<file path="config.mk">
export PLATFORM = sky130hd
export DESIGN_NAME = dual_strobe_counter
export DESIGN_NICKNAME = d
export VERILOG_FILES = /design/src/rtl/dsc_pkg.sv /design/src/rtl/dsc_strobe_edge.sv /design/src/rtl/dsc_step_logic.sv /design/src/rtl/dsc_term_flags.sv /design/src/rtl/dual_strobe_counter.sv
export SDC_FILE = /design/constraint.sdc
export NUM_CORES = 1
export LEC_CHECK = 0
export BUFFER_PORTS_ARGS = -buffer_cell sky130_fd_sc_hd__buf_2
export CORE_AREA = 3 3 40 42
export CTS_CLUSTER_SIZE = 20
export DETAILED_ROUTE_END_ITERATION = 10
export DIE_AREA = 0 0 43 45
export PLACE_DENSITY = 0.66
export REMOVE_ABC_BUFFERS = 1
export SYNTH_ARGS = -nofsm -noshare
export SYNTH_HDL_FRONTEND = slang
export SYNTH_SLANG_ARGS = --single-unit
export TNS_END_PERCENT = 100
</file>
<file path="constraint.sdc">
create_clock -name clk_i -period 1.21 [get_ports clk_i]
set_input_delay 0.242 -clock clk_i [delete_from_list [all_inputs] [get_ports clk_i]]
set_output_delay 0.242 -clock clk_i [all_outputs]
set_load 0.03 [all_outputs]
</file>
<file path="src/rtl/dsc_pkg.sv">
package dsc_pkg;
    localparam int DSC_W = 4;
    typedef logic [DSC_W-1:0] dsc_count_t;

    typedef enum logic [1:0] {
        STEP_HOLD = 2'd0,
        STEP_UP   = 2'd1,
        STEP_DOWN = 2'd2
    } dsc_step_e;

    typedef struct packed {
        dsc_count_t count;
    } dsc_state_t;
endpackage

</file>
<file path="src/rtl/dsc_strobe_edge.sv">
module dsc_strobe_edge #(
    parameter int NUM = 2
) (
    input  logic           clk_i,
    input  logic [NUM-1:0] strobe_i,
    output logic [NUM-1:0] rise_o
);
    logic [NUM-1:0] prev_d, prev_q;

    for (genvar g = 0; g < NUM; g++) begin : g_lane
        always_comb begin
            prev_d[g] = strobe_i[g];
            rise_o[g] = ~prev_q[g] & strobe_i[g];
        end
    end

    always_ff @(posedge clk_i) begin
        prev_q <= prev_d;
    end
endmodule

</file>
<file path="src/rtl/dsc_step_logic.sv">
module dsc_step_logic
    import dsc_pkg::*;
#(
    parameter bit DECADE = 1'b1
) (
    input  dsc_count_t count_i,
    input  dsc_step_e  step_i,
    output dsc_count_t count_o
);
    localparam dsc_count_t TERM_UP = DECADE ? dsc_count_t'(9) : {DSC_W{1'b1}};

    always_comb begin
        count_o = count_i;
        unique case (step_i)
            STEP_UP: begin
                if (count_i == TERM_UP) count_o = '0;
                else                    count_o = count_i + 1'b1;
            end
            STEP_DOWN: begin
                if (count_i == '0) count_o = TERM_UP;
                else               count_o = count_i - 1'b1;
            end
            default: count_o = count_i;
        endcase
    end
endmodule

</file>
<file path="src/rtl/dsc_term_flags.sv">
module dsc_term_flags
    import dsc_pkg::*;
#(
    parameter bit DECADE = 1'b1
) (
    input  dsc_count_t value_i,
    input  logic       up_strobe_i,
    input  logic       down_strobe_i,
    output logic       carry_n_o,
    output logic       borrow_n_o
);
    localparam dsc_count_t TERM_UP = DECADE ? dsc_count_t'(9) : {DSC_W{1'b1}};

    logic at_top, at_bottom;

    always_comb begin
        at_top     = (value_i == TERM_UP);
        at_bottom  = (value_i == '0);
        carry_n_o  = ~(at_top & ~up_strobe_i);
        borrow_n_o = ~(at_bottom & ~down_strobe_i);
    end
endmodule

</file>
<file path="src/rtl/dual_strobe_counter.sv">
module dual_strobe_counter
    import dsc_pkg::*;
#(
    parameter bit DECADE = 1'b1
) (
    input  logic       clk_i,
    input  logic       clear_i,
    input  logic       load_n_i,
    input  logic [3:0] preset_i,
    input  logic       up_strobe_i,
    input  logic       down_strobe_i,
    output logic [3:0] count_o,
    output logic       carry_n_o,
    output logic       borrow_n_o
);
    localparam dsc_count_t TERM_UP = DECADE ? dsc_count_t'(9) : {DSC_W{1'b1}};
    localparam int UP_IDX = 0;
    localparam int DN_IDX = 1;

    dsc_state_t state_d, state_q;
    logic [1:0] rise;
    dsc_step_e  step;
    dsc_count_t stepped;
    dsc_count_t shown;

    dsc_strobe_edge #(.NUM(2)) u_edge (
        .clk_i    (clk_i),
        .strobe_i ({down_strobe_i, up_strobe_i}),
        .rise_o   (rise)
    );

    always_comb begin
        unique case (rise)
            2'b01:   step = STEP_UP;
            2'b10:   step = STEP_DOWN;
            default: step = STEP_HOLD;
        endcase
    end

    dsc_step_logic #(.DECADE(DECADE)) u_step (
        .count_i (state_q.count),
        .step_i  (step),
        .count_o (stepped)
    );

    always_comb begin
        state_d = state_q;
        if (clear_i)        state_d.count = '0;
        else if (!load_n_i) state_d.count = preset_i;
        else                state_d.count = stepped;

        if (clear_i)        shown = '0;
        else if (!load_n_i) shown = preset_i;
        else                shown = state_q.count;
    end

    always_ff @(posedge clk_i) begin
        state_q <= state_d;
    end

    assign count_o = shown;

    dsc_term_flags #(.DECADE(DECADE)) u_flags (
        .value_i       (shown),
        .up_strobe_i   (up_strobe_i),
        .down_strobe_i (down_strobe_i),
        .carry_n_o     (carry_n_o),
        .borrow_n_o    (borrow_n_o)
    );

    a_r1_up_step: assert property (@(posedge clk_i) disable iff (clear_i)
        (load_n_i && rise == 2'b01 && state_q.count != TERM_UP)
        |=> state_q.count == dsc_count_t'($past(state_q.count) + 1'b1));

    a_r2_down_step: assert property (@(posedge clk_i) disable iff (clear_i)
        (load_n_i && rise == 2'b10 && state_q.count != '0)
        |=> state_q.count == dsc_count_t'($past(state_q.count) - 1'b1));

    a_r3_wrap_up: assert property (@(posedge clk_i) disable iff (clear_i)
        (load_n_i && rise[UP_IDX] && !rise[DN_IDX] && state_q.count == TERM_UP)
        |=> state_q.count == '0);

    a_r3_wrap_down: assert property (@(posedge clk_i) disable iff (clear_i)
        (load_n_i && rise[DN_IDX] && !rise[UP_IDX] && state_q.count == '0)
        |=> state_q.count == TERM_UP);

    a_r4_after_clear: assert property (@(posedge clk_i) disable iff (clear_i)
        $past(clear_i) |-> state_q.count == '0);

    a_r5_after_load: assert property (@(posedge clk_i) disable iff (clear_i)
        ($past(!load_n_i) && !$past(clear_i)) |-> state_q.count == $past(preset_i));

    a_r6_carry_low: assert property (@(posedge clk_i) disable iff (clear_i)
        !carry_n_o |-> (!up_strobe_i && count_o == TERM_UP));

    a_r7_borrow_low: assert property (@(posedge clk_i) disable iff (clear_i)
        !borrow_n_o |-> (!down_strobe_i && count_o == '0));

    a_r8_both_hold: assert property (@(posedge clk_i) disable iff (clear_i)
        (load_n_i && rise == 2'b11) |=> $stable(state_q.count));

    a_r12_single_rise: assert property (@(posedge clk_i) disable iff (clear_i)
        rise[UP_IDX] |=> !rise[UP_IDX]);
endmodule

</file>
==> impl_metrics.csv <==
group,metric,value,unit
sta,finalHoldViolCount,0,
power_and_ir_drop,p_leak,0.000391,uW
floorplan,dieWidth,43,um
critical_path,cp.required,0.97,ns
logic_synthesis,syn_avg_cell_area,7.96,um2
logic_synthesis,synth_area,533,um2
placement,gp_congestion,0.754,
clocking,cts_made_buffers,3,
cells_and_area,post-route-util,69.2,%
global_route,antenna_found_initial,0,
cells_and_area,drive_gt1_share,59.2,%
clocking,hold_buffers,0,
cells_and_area,insertedDiodeCount,0,
critical_path,critPathLaunchType,"flop",
placement,placed_area,687,um2
critical_path,worst-endpoint-arrival,1.28,ns
routing,drc_errors,0,
global_route,grt_first_pass_wirelength,2370,um
global_route,grt_max_degree,8,
sta,finalClockSkew,0.00670,ns
cells_and_area,final_cell_mix,"buf_4 (16), buf_2 (8), buf_6 (8), nand2_1 (7), nor2_1 (6)",
logic_synthesis,ys_seq_area_share,22.5,%
placement,port-buffer-count,14,
critical_path,cpPeakStageDelay,0.34,ns
floorplan,die_h,45,um
global_route,grtUsageTotal,16.2,%
floorplan,start_util,41.5,%
min_path,hold_class,"primary input to flop",
critical_path,cp_common_cell,"nor2_1",
clocking,cts_tree,"done",
sta,worst_pin_slew,0.332,ns
clocking,clock_sinks,6,
clocking,cts_htree_levels,1,
sta,finalSetupViolCount,10,
routing,drtAntennaViolNets,0,
sta,min_period_over_period,126,%
routing,viasPerCell,5.50,
floorplan,pin_count,15,
logic_synthesis,synthTopCellsByArea,"dfxtp_1 (23%), nand2_1 (7.0%), a21oi_1 (4.7%)",
floorplan,die_area,1940,um2
logic_synthesis,synth_top_area_share,22.5,%
global_route,grt_pass1_vias,596,
outcome,status,"finished with violations",
routing,drt_wl_total,1780,um
clocking,path_clk_slew,0.05,ns
sta,rsz0062_at_grt,"true",
outcome,violations,"setup timing",
routing,drt_iter0_drc,5,
sta,setup_slack,-0.311,ns
power_and_ir_drop,p_per_area,870,nW/um2
sta,setup_tns,-1.70,ns
logic_synthesis,yosysWarnings,0,
logic_synthesis,synth_cells,67,
critical_path,setup.worst_path.class,"flop to output port",
clocking,cts_root_buf,"clkbuf_4",
cells_and_area,layout_commonest_cell,"buf_4",
sta,slew_violations,0,
power_and_ir_drop,peakVddDrop,0.465,mV
critical_path,path_cells,"mux2i_1, nor2_1, nor2_1, nand4b_1, buf_6",
cells_and_area,finalInstanceArea,890,um2
sta,period_needed,1.52,ns
critical_path,end_kind,"output port",
cells_and_area,fillCellCount,87,
logic_synthesis,synth.largest_area_cell,"dfxtp_1",
sta,relSlewSlack,77.7,%
routing,vias,622,
critical_path,path_buf_inv,1,
routing,post_drt_wl_per_cell,15.8,um
critical_path,cp_max_fo,2,
cells_and_area,area_delta_synth_final,66.9,%
clocking,insertion_delay,0.24,ns
routing,dr.pass1.iters,4,
global_route,grt-ovfl-total,0,
sta,fmax,657,MHz
clocking,cts_buffer_depth,2,
floorplan,core_area,1280,um2
logic_synthesis,ys_types,34,
floorplan,rows,13,
run,maxCapViolations,0,
critical_path,cpMaxStageDelayCell,"dfxtp_4",
cells_and_area,fin_nets,109,
logic_synthesis,ys_ff_latch,6,
placement,hpwlAfterDp,969,um
critical_path,crit_family,"simple AND/OR/NAND/NOR gates",
cells by family after synthesis:
| group | Yosys count | synth area share (%) |
|---|---|---|
| buffers and inverters | 7 | 7.51 |
| AND/OR/NAND/NOR | 31 | 31.2 |
| multiplexers | 3 | 6.81 |
| flip-flops | 6 | 22.5 |
| XOR/XNOR | 3 | 6.34 |
| AO/OA/AOI/OAI | 17 | 25.6 |
path summary, 6_finish.rpt:
path | from | to | slack [ns] | cells after the start
min | down_strobe_i | u_edge.prev_q[1] | 0.22 | 2
max reg2reg | state_q[2] | state_q[3] | -0.26 | 6
max | state_q[2] | carry_n_o | -0.31 | 5
min reg2reg | state_q[0] | state_q[0] | 0.63 | 3
cell usage after synthesis, drive strengths merged:
| cell type | n |
|---|---|
| a2111oi | 1 |
| a211oi | 1 |
| a21boi | 1 |
| a21o | 1 |
| a21oi | 5 |
| a221oi | 1 |
| a31oi | 2 |
| and2b | 1 |
| and3 | 1 |
| buf | 3 |
| clkbuf | 2 |
| dfxtp | 6 |
| inv | 2 |
| mux2 | 2 |
| mux2i | 1 |
| nand2 | 11 |
| nand2b | 1 |
| nand3 | 2 |
| nand4b | 1 |
| nor2 | 6 |
| nor3 | 4 |
| o211ai | 2 |
| o221a | 1 |
| o31ai | 2 |
| or2 | 2 |
| or2b | 1 |
| or3 | 1 |
| xnor2 | 2 |
| xor2 | 1 |
layout make-up:
type	instances	area [um2]	share of cell area, %
Multi-Input combinational cell	54	435	48.9
Timing Repair Buffer	33	270	30.4
Sequential cell	6	135	15.2
Clock buffer	3	22.5	2.53
Tap cell	15	18.8	2.11
Inverter	2	7.51	0.844
sequential cells by signal, summed over array words and instances (netlist names):
signal         flops
state_q            4
u_edge.prev_q      2
power by group:
group	internal, uW	switching (uW)	total [uW]
combinational	180	174	354
sequential	215	22.5	238
clock	112	70.4	183
routing by layer:
layer / GRT usage [%] / wire length [um] / vias to the layer above
met2: 30.2 / 963 / 23
li1: - / - / 301
met3: 3.98 / 91 / 10
met5: 0 / 0 / -
met4: 6.02 / 65 / 0
met1: 17.6 / 662 / 288
what timing repair did:
item / CTS / global route
setup endpoints to repair: 10 / 10
pin swaps: 6 / 10
gates resized for setup: 15 / 23
setup buffers: 2 / 4
through the flow:
step                      hold slack, ns  power, uW  cells  setup slack [ns]
after floorplan                    0.270        390     62            -0.680
after global placement             0.464        497    104            -0.182
after detailed placement           0.467        498    104            -0.202
after CTS                          0.215        718    109            -0.255
after global routing               0.226        819    113            -0.403
final                              0.224        774    113            -0.311
No activity file was read; power rests on OpenSTA's default activity.
